## config.mk

```make
export PLATFORM = sky130hd
export DESIGN_NAME = adc_hs_ctrl
export DESIGN_NICKNAME = d
export VERILOG_FILES = /design/src/rtl/adc_hs_pkg.sv /design/src/rtl/adc_hs_sync.sv /design/src/rtl/adc_hs_timer.sv /design/src/rtl/adc_hs_capture.sv /design/src/rtl/adc_hs_ctrl.sv
export SDC_FILE = /design/constraint.sdc
export NUM_CORES = 1
export LEC_CHECK = 0
export ABC_AREA = 1
export BUFFER_PORTS_ARGS = -buffer_cell sky130_fd_sc_hd__buf_2
export CAP_MARGIN = 20
export CORE_AREA = 2 2 60 62
export DETAILED_ROUTE_END_ITERATION = 10
export DIE_AREA = 0 0 62 64
export GPL_ROUTABILITY_DRIVEN = 0
export HOLD_SLACK_MARGIN = 0.1
export PLACE_DENSITY = 0.69
export SLEW_MARGIN = 20
export SYNTH_ARGS = -nofsm -noshare
export SYNTH_HDL_FRONTEND = slang
export SYNTH_SLANG_ARGS = --single-unit
```

## constraint.sdc

```tcl
create_clock -name clk -period 2.3 [get_ports clk]
set_clock_uncertainty 0.1 [all_clocks]
set_input_delay 0 -clock clk [delete_from_list [all_inputs] [get_ports clk]]
set_output_delay 0 -clock clk [all_outputs]
set_load 0.01 [all_outputs]
```

## src/rtl/adc_hs_pkg.sv

```systemverilog
package adc_hs_pkg;

  typedef enum logic [2:0] {
    ST_IDLE,
    ST_WR_LO,
    ST_WAIT_EOC,
    ST_RD_WAIT,
    ST_RD_LO,
    ST_GAP
  } hs_state_t;

  // Whole system clocks covering a span in nanoseconds, never below one.
  function automatic int unsigned cyc_from_ns(longint unsigned ns, longint unsigned sys_hz);
    longint unsigned c;
    c = (ns * sys_hz + 64'd999_999_999) / 64'd1_000_000_000;
    if (c == 64'd0) c = 64'd1;
    return 32'(c);
  endfunction

  // System clocks per converter clock period, rounded up.
  function automatic int unsigned conv_period(longint unsigned sys_hz, longint unsigned conv_hz);
    return 32'((sys_hz + conv_hz - 64'd1) / conv_hz);
  endfunction

  function automatic int unsigned max_u(int unsigned a, int unsigned b);
    return (a > b) ? a : b;
  endfunction

endpackage

```

## src/rtl/adc_hs_sync.sv

```systemverilog
module adc_hs_sync #(
  parameter int unsigned STAGES = 2
) (
  input  logic clk,
  input  logic rst_n,
  input  logic d_i,
  output logic q_o,
  output logic fall_o
);
  logic [STAGES-1:0] chain;
  logic              last;

  always_ff @(posedge clk or negedge rst_n) begin
    if (!rst_n) begin
      chain <= '1;
      last  <= 1'b1;
    end else begin
      chain <= {chain[STAGES-2:0], d_i};
      last  <= chain[STAGES-1];
    end
  end

  assign q_o    = chain[STAGES-1];
  assign fall_o = last & ~chain[STAGES-1];
endmodule

```

## src/rtl/adc_hs_timer.sv

```systemverilog
module adc_hs_timer #(
  parameter int unsigned TW = 8
) (
  input  logic          clk,
  input  logic          rst_n,
  input  logic          load_i,
  input  logic [TW-1:0] load_val_i,
  output logic          zero_o
);
  logic [TW-1:0] cnt;

  always_ff @(posedge clk or negedge rst_n) begin
    if (!rst_n)            cnt <= '0;
    else if (load_i)       cnt <= load_val_i;
    else if (cnt != '0)    cnt <= cnt - 1'b1;
  end

  assign zero_o = (cnt == '0);
endmodule

```

## src/rtl/adc_hs_capture.sv

```systemverilog
module adc_hs_capture #(
  parameter int unsigned DW = 8
) (
  input  logic          clk,
  input  logic          rst_n,
  input  logic          cap_i,
  input  logic [DW-1:0] bus_i,
  output logic [DW-1:0] res_o,
  output logic          vld_o
);
  always_ff @(posedge clk or negedge rst_n) begin
    if (!rst_n) begin
      res_o <= '0;
      vld_o <= 1'b0;
    end else begin
      vld_o <= cap_i;
      if (cap_i) res_o <= bus_i;
    end
  end
endmodule

```

## src/rtl/adc_hs_ctrl.sv

```systemverilog
module adc_hs_ctrl
  import adc_hs_pkg::*;
#(
  parameter longint unsigned SYS_HZ        = 50_000_000,
  parameter longint unsigned CONV_HZ       = 640_000,
  parameter int unsigned     DW            = 8,
  parameter int unsigned     SYNC_STAGES   = 2,
  parameter int unsigned     RD_DELAY_CONV = 8,
  parameter int unsigned     TMO_CONV      = 100,
  parameter int unsigned     WR_MIN_NS     = 100,
  parameter int unsigned     ACC_NS        = 200,
  parameter int unsigned     FLOAT_NS      = 200,
  parameter int unsigned     CLR_NS        = 450
) (
  input  logic          clk,
  input  logic          rst_n,
  input  logic          start_i,
  input  logic          free_run_i,
  input  logic          adc_intr_n_i,
  input  logic [DW-1:0] adc_db_i,
  output logic          adc_cs_n_o,
  output logic          adc_wr_n_o,
  output logic          adc_rd_n_o,
  output logic [DW-1:0] res_o,
  output logic          res_valid_o,
  output logic          busy_o,
  output logic          err_o
);
  // Derived windows, all in system clocks
  localparam int unsigned CONV_SYS = conv_period(SYS_HZ, CONV_HZ);
  localparam int unsigned WR_CYC   = cyc_from_ns(WR_MIN_NS, SYS_HZ);
  localparam int unsigned RDW_CYC  = RD_DELAY_CONV * CONV_SYS;
  localparam int unsigned RDL_CYC  = cyc_from_ns(ACC_NS, SYS_HZ) + 1;
  localparam int unsigned GAP_CYC  = max_u(cyc_from_ns(FLOAT_NS, SYS_HZ),
                                           cyc_from_ns(CLR_NS, SYS_HZ)) + SYNC_STAGES + 1;
  localparam int unsigned TMO_CYC  = TMO_CONV * CONV_SYS;
  localparam int unsigned MAX_CYC  = max_u(max_u(WR_CYC, RDW_CYC),
                                           max_u(max_u(RDL_CYC, GAP_CYC), TMO_CYC));
  localparam int unsigned TW       = $clog2(MAX_CYC + 1);

  localparam logic [TW-1:0] WR_LD  = TW'(WR_CYC - 1);
  localparam logic [TW-1:0] RDW_LD = TW'(RDW_CYC - 1);
  localparam logic [TW-1:0] RDL_LD = TW'(RDL_CYC - 1);
  localparam logic [TW-1:0] GAP_LD = TW'(GAP_CYC - 1);
  localparam logic [TW-1:0] TMO_LD = TW'(TMO_CYC - 1);

  hs_state_t     st, st_nxt;
  logic          tmr_load;
  logic [TW-1:0] tmr_val;
  logic          tmr_zero;
  logic          intr_sync;
  logic          intr_fall;   // synchronised end-of-conversion edge
  logic          cap_en;      // last read-strobe cycle: sample bus
  logic          tmo_hit;     // timeout expired while waiting
  logic          launch;      // leaving idle
  logic          err_q;

  adc_hs_sync #(.STAGES(SYNC_STAGES)) u_sync (
    .clk    (clk),
    .rst_n  (rst_n),
    .d_i    (adc_intr_n_i),
    .q_o    (intr_sync),
    .fall_o (intr_fall)
  );

  adc_hs_timer #(.TW(TW)) u_tmr (
    .clk        (clk),
    .rst_n      (rst_n),
    .load_i     (tmr_load),
    .load_val_i (tmr_val),
    .zero_o     (tmr_zero)
  );

  adc_hs_capture #(.DW(DW)) u_cap (
    .clk   (clk),
    .rst_n (rst_n),
    .cap_i (cap_en),
    .bus_i (adc_db_i),
    .res_o (res_o),
    .vld_o (res_valid_o)
  );

  always_comb begin
    st_nxt   = st;
    tmr_load = 1'b0;
    tmr_val  = '0;
    cap_en   = 1'b0;
    tmo_hit  = 1'b0;
    launch   = 1'b0;
    unique case (st)
      ST_IDLE: begin
        if (start_i || free_run_i) begin
          st_nxt   = ST_WR_LO;
          tmr_load = 1'b1;
          tmr_val  = WR_LD;
          launch   = 1'b1;
        end
      end
      ST_WR_LO: begin
        if (tmr_zero) begin
          st_nxt   = ST_WAIT_EOC;
          tmr_load = 1'b1;
          tmr_val  = TMO_LD;
        end
      end
      ST_WAIT_EOC: begin
        if (intr_fall) begin
          st_nxt   = ST_RD_WAIT;
          tmr_load = 1'b1;
          tmr_val  = RDW_LD;
        end else if (tmr_zero) begin
          st_nxt  = ST_IDLE;
          tmo_hit = 1'b1;
        end
      end
      ST_RD_WAIT: begin
        if (tmr_zero) begin
          st_nxt   = ST_RD_LO;
          tmr_load = 1'b1;
          tmr_val  = RDL_LD;
        end
      end
      ST_RD_LO: begin
        if (tmr_zero) begin
          st_nxt   = ST_GAP;
          cap_en   = 1'b1;
          tmr_load = 1'b1;
          tmr_val  = GAP_LD;
        end
      end
      ST_GAP: begin
        if (tmr_zero) begin
          if (free_run_i) begin
            st_nxt   = ST_WR_LO;
            tmr_load = 1'b1;
            tmr_val  = WR_LD;
          end else begin
            st_nxt = ST_IDLE;
          end
        end
      end
      default: st_nxt = ST_IDLE;
    endcase
  end

  always_ff @(posedge clk or negedge rst_n) begin
    if (!rst_n) begin
      st    <= ST_IDLE;
      err_q <= 1'b0;
    end else begin
      st <= st_nxt;
      if (tmo_hit) err_q <= 1'b1;
    end
  end

  // Strobes decode straight from the state register
  always_comb begin
    adc_wr_n_o = (st != ST_WR_LO);
    adc_rd_n_o = (st != ST_RD_LO);
    unique case (st)
      ST_IDLE: adc_cs_n_o = 1'b1;
      ST_GAP:  adc_cs_n_o = ~free_run_i;
      default: adc_cs_n_o = 1'b0;
    endcase
  end

  assign busy_o = (st != ST_IDLE);
  assign err_o  = err_q;

endmodule

```

==> implementation parameters, run 1 <==
Parameter                              Value

Run status
  Status ... finished clean

Yosys
  Synth async-reset ratio ... 100.0%
  Post-Syn Nets ... 201
  Post-synthesis instance total ... 187
  Distinct cells, synth ... 31
  Average footprint of a synthesized cell ... 8.290 µm²
  Sequential fraction of the synthesis area ... 47.05%
  Most used DFF post-synth ... sky130_fd_sc_hd__dfrtp_1
  Netlist Area Pre-Place ... 1550 µm²
  FF+latch count, synth ... 29
  Syn. warnings ... 0
  Number of enable-type register cells in the synthesized netlist ... 0

Worst setup path
  Start point of the critical path ... u_tmr.cnt[0]$_DFFE_PN0P_
  Minimum setup slack among reg-to-reg paths ... 0.37 ns
  Worst setup path category ... reg2reg
  Type of origin of the critical path ... register
  Destination of the worst register-to-register timing path ... u_tmr.cnt[2]$_DFFE_PN0P_
  Endpoint arrival time on the critical path ... 2.06 ns
  Crit path capture ... u_tmr.cnt[2]$_DFFE_PN0P_
  Worst setup EP type ... register
  Depth of the worst register-to-register path ... 9
  CP max FO ... 11
  Critical Path RT ... 2.43 ns
  Reg2reg start ... u_tmr.cnt[0]$_DFFE_PN0P_

STA
  Setup repair after global routing missed its margin ... no
  Worst slew margin relative to its limit ... 58.96%
  Total negative slack for setup checks ... 0 ns
  Slew at the pin with the worst max-slew slack ... 0.6155 ns
  Least setup slack across all paths after layout ... 0.3670 ns
  Achievable frequency ... 517.3 MHz
  Max-slew violation count ... 0
  Time the worst path needs with I/O delays and setup ... 1.933 ns
  Post-route clock period utilization ... 84.04%
  Final setup fails ... 0
  Final Hold Violating Endpoints ... 0

Final layout
  Commonest non-fill, non-tap cells in the layout ... sky130_fd_sc_hd__nand2_1, sky130_fd_sc_hd__dfrtp_1, sky130_fd_sc_hd__buf_2, sky130_fd_sc_hd__nor2_1, sky130_fd_sc_hd__inv_1
  N_diodes ... 0
  Non-Filler Cell Area, Final ... 1912 µm²
  Final net count ... 245
  Area growth from synthesis to layout ... 23.33%
  Share of post-route cells with drive strength above 1 ... 26.29%
  Most common library cell in the layout ignoring fill and taps ... sky130_fd_sc_hd__nand2_1
  End-of-flow core utilization ... 58.21%

Route
  Count of TritonRoute iterations in the first routing pass ... 4
  Remaining design rule violation count ... 0
  Via count of the routed design ... 1325
  DRC marker count from the first detailed-route iteration ... 50
  Via density per instance ... 4.766
  Total Routed Length ... 3.200 mm
  Post-detailed-route wirelength per cell ... 11.51 µm
  Antenna violation net count after detailed routing ... 0

GRT
  Grt total ovfl ... 0
  Largest net degree at the start of global routing ... 30
  Global routing usage summed across all routing layers ... 19.83%
  First-pass GRT wire length ... 5.816 mm
  Vias in the first global route ... 1344
  Antenna violations before repair ... 0

Die
  Die Height ... 64 µm
  Horiz. Die Dim ... 62 µm
  Placeable core region ... 3284 µm²
  IO Pins ... 27
  Total die area ... 3968 µm²
  Effective utilization at floorplan ... 47.20%
  # rows ... 21

Power
  Highest ir drop seen on vdd ... 0.6503 mV
  Total power ... 2.107 mW
  Power per Cell Area ... 1102 nW/µm²
  LEAKAGE ... 0.9877 nW

Placed design
  Post-detailed-placement cell area ... 1712 µm²
  Half-perimeter wire length after placement ... 2.176 mm
  IO Port Bufs ... 26
  DP Worst Slack ... 0.3786 ns

CTS
  CTS tree ... done
  Total number of H-tree levels ... 2
  Clock latency on the worst-skew pair ... 0.32 ns
  Post-CTS Resized ... 0
  Sink Count ... 29
  Cell at the root of the clock tree ... sky130_fd_sc_hd__clkbuf_4
  Clock-pin transition on the worst setup and hold timing paths ... 0.09 ns
  CTS max path bufs ... 2
  Clock buffer count from CTS ... 5
  Setup bufs post-CTS ... 0

Min path
  Min-Delay Path Class ... in2async

Job
  Max-cap violations ... 0
-- critical path, stage by stage (launching register included) --
cell and delay (ns):
sky130_fd_sc_hd__dfrtp_1 0.39, sky130_fd_sc_hd__inv_1 0.10, sky130_fd_sc_hd__ha_1 0.25, sky130_fd_sc_hd__nand2_2 0.12
sky130_fd_sc_hd__nor2_4 0.17, sky130_fd_sc_hd__nand2_2 0.22, sky130_fd_sc_hd__nor2_2 0.23, sky130_fd_sc_hd__inv_1 0.07
sky130_fd_sc_hd__a31oi_1 0.13, sky130_fd_sc_hd__inv_1 0.05
-- flip-flops by register name (all words and copies together), names as in the netlist --
register and cells:
u_sync.chain 2, u_tmr.cnt 13, st 3, u_cap.res_o 8, err_o 1, u_sync.last 1
u_cap.vld_o 1
-- logic make-up (layout without fill, tap and decap cells) --
family	count (synthesis)	count (layout)	synth area share [%]
buffers and inverters	23	68	7.183
xor gates and xnor gates	8	8	4.520
DFF	29	29	47.05
AOI/OAI and AO/OA	11	11	4.197
and+or+nand+nor	115	115	36.24
adders and majority gates	1	1	0.8070
-- what timing repair did --
item                                   CTS  global route
hold buffers                            13             0
endpoints found under the hold margin   41             0
setup endpoints to repair                0             0
-- through the flow --
step                      cells  hold slack [ns]
after floorplan             187          -0.3956
after global placement      257         -0.03790
after detailed placement    257         -0.03426
after CTS                   278           0.1331
after global routing        278           0.1886
final                       278           0.1157
-- synthesized netlist by cell type, types with 2 or more instances --
| library cell | number | area share [%] |
|---|---|---|
| sky130_fd_sc_hd__a21oi_1 | 3 | 0.97 |
| sky130_fd_sc_hd__dfrtp_1 | 26 | 42 |
| sky130_fd_sc_hd__dfstp_2 | 3 | 5.1 |
| sky130_fd_sc_hd__inv_1 | 14 | 3.4 |
| sky130_fd_sc_hd__inv_2 | 5 | 1.2 |
| sky130_fd_sc_hd__nand2_1 | 62 | 15 |
| sky130_fd_sc_hd__nand2_2 | 4 | 1.6 |
| sky130_fd_sc_hd__nand3_1 | 13 | 4.2 |
| sky130_fd_sc_hd__nand3b_1 | 3 | 1.5 |
| sky130_fd_sc_hd__nor2_1 | 18 | 4.4 |
| sky130_fd_sc_hd__nor2_2 | 4 | 1.6 |
| sky130_fd_sc_hd__nor2_4 | 4 | 2.9 |
| sky130_fd_sc_hd__nor3_1 | 2 | 0.65 |
| sky130_fd_sc_hd__o21ai_1 | 3 | 0.97 |
| sky130_fd_sc_hd__xnor2_1 | 5 | 2.8 |
| sky130_fd_sc_hd__xor2_1 | 3 | 1.7 |
-- worst min path at each step --
| stage | startpoint | endpoint | slack (ns) | depth (start not counted) |
|---|---|---|---|---|
| global placement | rst_n | u_tmr.cnt[8]$_DFFE_PN0P_ | -0.04 | 1 |
| floorplan | rst_n | err_o$_DFFE_PN0P_ | -0.40 | 0 |
| detailed placement | rst_n | u_tmr.cnt[9]$_DFFE_PN0P_ | -0.03 | 1 |
| CTS | rst_n | u_tmr.cnt[2]$_DFFE_PN0P_ | 0.13 | 2 |
| global route | rst_n | u_cap.vld_o$_DFF_PN0_ | 0.19 | 2 |
| finish | rst_n | u_tmr.cnt[11]$_DFFE_PN0P_ | 0.12 | 2 |
-- report_power, final --
group          switching [mW]  total [mW]  internal (mW)
clock                   0.178       0.355          0.177
sequential              0.112       0.737          0.625
combinational           0.636        1.02          0.379
total                   0.926        2.11           1.18
-- cell type report --
cell class	count	area, µm²
Clock buffer	7	65.06
Clock inverter	1	5.005
Fill cell	308	1373
Inverter	21	85.08
Multi-Input combinational cell	135	709.4
Sequential cell	29	729.5
Tap cell	46	57.56
Timing Repair Buffer	39	260.3
-- per-layer routing --
metal	global-route usage, %	share of wire (%)
met5	0	0
met4	6.117	0.38
met3	6.478	5.4
met2	31.77	53
met1	24.84	42
Note: power is estimated with default switching activity, not from simulation.
==> run 2, diff against run 1 <==
--- a/config.mk
+++ b/config.mk
@@ -13,7 +13,7 @@
 export DIE_AREA = 0 0 62 64
 export GPL_ROUTABILITY_DRIVEN = 0
 export HOLD_SLACK_MARGIN = 0.1
-export PLACE_DENSITY = 0.69
+export PLACE_DENSITY = 0.71
 export SLEW_MARGIN = 20
 export SYNTH_ARGS = -nofsm -noshare
 export SYNTH_HDL_FRONTEND = slang
==> constraint.sdc (replaced) <==
create_clock -name clk -period 1.6 [get_ports clk]
set_clock_uncertainty 0.1 [all_clocks]
set_input_delay 0 -clock clk [delete_from_list [all_inputs] [get_ports clk]]
set_output_delay 0 -clock clk [all_outputs]
set_load 0.01 [all_outputs]
==> run 2 against run 1 <==
  * Die area unchanged
  * Combinational power up 110%
  * Register-to-register slack lost 0.36 ns
  * Sequential power is 41% higher
  * Setup slack got worse by 0.36 ns
  * Largest power group unchanged
  * Highest routed layer unchanged
==> implementation parameters, run 2 (synthesized netlist as in run 1, its figures left out) <==
Parameter                              Value

Run status
  Status ... finished clean

Worst setup path
  Depth of the worst register-to-register path ... 9
  Worst setup EP type ... register
  Type of origin of the critical path ... register
  Endpoint arrival time on the critical path ... 1.76 ns
  Destination of the worst register-to-register timing path ... u_cap.res_o[0]$_DFFE_PN0P_
  Reg2reg start ... u_tmr.cnt[4]$_DFFE_PN0P_
  CP max FO ... 9
  Critical Path RT ... 1.77 ns
  Worst setup path category ... reg2reg
  Minimum setup slack among reg-to-reg paths ... 0.01 ns
  Start point of the critical path ... u_tmr.cnt[4]$_DFFE_PN0P_
  Crit path capture ... u_cap.res_o[0]$_DFFE_PN0P_

STA
  Max-slew violation count ... 0
  Setup repair after global routing missed its margin ... yes
  Time the worst path needs with I/O delays and setup ... 1.589 ns
  Final Hold Violating Endpoints ... 0
  Final setup fails ... 0
  Achievable frequency ... 629.3 MHz
  Final hold slack ... 0.1243 ns
  Post-route clock period utilization ... 99.32%
  Worst slew margin relative to its limit ... 57.41%
  Slew at the pin with the worst max-slew slack ... 0.6389 ns

Power
  LEAKAGE ... 1.147 nW
  Internal cell power ... 2.030 mW
  Highest ir drop seen on vdd ... 0.8248 mV
  Power per Cell Area ... 1632 nW/µm²
  Switching Share ... 44.12%
  Sequential fraction of design power ... 28.6%
  Combinational group share of total power ... 59.8%
  Total power ... 3.633 mW
  Switching power of the nets ... 1.603 mW
  Clock network power share ... 11.5%

CTS
  Clock latency on the worst-skew pair ... 0.33 ns
  Clock buffer count from CTS ... 5
  CTS max path bufs ... 2
  Cell at the root of the clock tree ... sky130_fd_sc_hd__clkbuf_4
  Total number of H-tree levels ... 2
  Clock-pin transition on the worst setup and hold timing paths ... 0.09 ns
  Sink Count ... 29
  CTS tree ... done

Final layout
  Most common library cell in the layout ignoring fill and taps ... sky130_fd_sc_hd__nand2_1
  N_diodes ... 0
  Largest registers ... u_tmr.cnt (13), u_cap.res_o (8), st (3)
  Finished Layout Cells ... 303
  Reg with most FFs ... u_tmr.cnt
  Area growth from synthesis to layout ... 43.58%
  Flip-flop count of the largest register after layout ... 13
  Final net count ... 270
  Non-Filler Cell Area, Final ... 2226 µm²
  Commonest non-fill, non-tap cells in the layout ... sky130_fd_sc_hd__nand2_1, sky130_fd_sc_hd__buf_2, sky130_fd_sc_hd__dfrtp_1, sky130_fd_sc_hd__buf_4, sky130_fd_sc_hd__dlygate4sd3_1
  Share of post-route cells with drive strength above 1 ... 43.58%

Die
  Horiz. Die Dim ... 62 µm
  IO Pins ... 27
  Total die area ... 3968 µm²
  # rows ... 21
  Die Height ... 64 µm
  Placeable core region ... 3284 µm²
  Effective utilization at floorplan ... 47.20%

Route
  Count of TritonRoute iterations in the first routing pass ... 4
  Post-detailed-route wirelength per cell ... 12.72 µm
  Antenna violation net count after detailed routing ... 0
  Via density per instance ... 4.795
  DRC marker count from the first detailed-route iteration ... 36
  Via count of the routed design ... 1453
  Total Routed Length ... 3.854 mm
  Remaining design rule violation count ... 0

GRT
  First-pass GRT wire length ... 6.410 mm
  Grt total ovfl ... 0
  Largest net degree at the start of global routing ... 30
  Global routing usage summed across all routing layers ... 22.62%
  Vias in the first global route ... 1484
  Antenna violations before repair ... 0

Placed design
  Half-perimeter wire length after placement ... 2.595 mm
  Post-detailed-placement cell area ... 1917 µm²
  Placed cell count ... 281
  IO Port Bufs ... 26

Job
  Max-cap violations ... 0

Min path
  Min-Delay Path Class ... in2async
run 2: changes by cell type in the layout (fill, tap and decap cells not counted), sizes merged:
cell | before | now
clkbuf | 7 | 6
inv | 20 | 21
buf | 26 | 51
run 2: routing by layer:
| layer | wire (µm) | vias to the layer above | global-route usage (%) |
|---|---|---|---|
| met5 | 0 | - | 0 |
| met4 | 105 | 0 | 9.043 |
| met3 | 164 | 10 | 7.085 |
| met2 | 1980 | 39 | 36.46 |
| met1 | 1603 | 684 | 27.33 |
| li1 | - | 720 | - |
run 2: through the flow:
stage | utilization (%) | setup slack (ns) | setup TNS (ns)
2_1_floorplan | - | 0.02131 | 0
6_report | 67.77 | 0.01093 | 0
5_1_grt | 67.77 | -0.1181 | -1.201
3_3_place_gp | 58.36 | 0.01015 | 0
3_5_place_dp | 58.36 | -0.02052 | -0.07578
4_1_cts | 64.30 | 0.01152 | 0
run 2: power groups by stage:
stage	Clock (mW)	Sequential, mW	Combinational [mW]
2_1_floorplan	0	1.04	1.19
3_3_place_gp	0	1.03	1.80
3_5_place_dp	0	1.03	1.83
4_1_cts	0.439	1.03	1.89
5_1_grt	0.467	1.06	2.42
6_report	0.418	1.04	2.17
run 2: worst min-delay path by stage:
stage,to,depth (start not counted)
floorplan,err_o$_DFFE_PN0P_,0
global placement,u_tmr.cnt[6]$_DFFE_PN0P_,1
detailed placement,u_tmr.cnt[6]$_DFFE_PN0P_,1
CTS,u_tmr.cnt[11]$_DFFE_PN0P_,2
global route,u_tmr.cnt[8]$_DFFE_PN0P_,2
finish,u_tmr.cnt[6]$_DFFE_PN0P_,2
run 2: worst max-delay path: stages, from the launching register on:
cell and delay [ns]:
sky130_fd_sc_hd__dfrtp_1 0.41, sky130_fd_sc_hd__nor2_2 0.15, sky130_fd_sc_hd__nand2_2 0.09, sky130_fd_sc_hd__nor2_4 0.16
sky130_fd_sc_hd__nand2_4 0.08, sky130_fd_sc_hd__buf_6 0.14, sky130_fd_sc_hd__nor2_8 0.13, sky130_fd_sc_hd__buf_12 0.14
sky130_fd_sc_hd__nand2_1 0.05, sky130_fd_sc_hd__nand2_1 0.08
run 2: timing repair:
action                     CTS  global route
hold buffers                13             0
buffers inserted             0             1
gates resized for setup      7            31
setup endpoints to repair   15            25
pin swaps                    2             8
hold endpoints to repair    40             0
run 2: final cells by class:
type                    count  area (µm²)
clock inverters             2       10.01
repair buffers             64       471.7
clock buffers               6       41.29
multi-input cells         135       824.5
inverters                  21       88.84
well taps                  46       57.56
flip-flops and latches     29       732.0
fillers                   272        1059
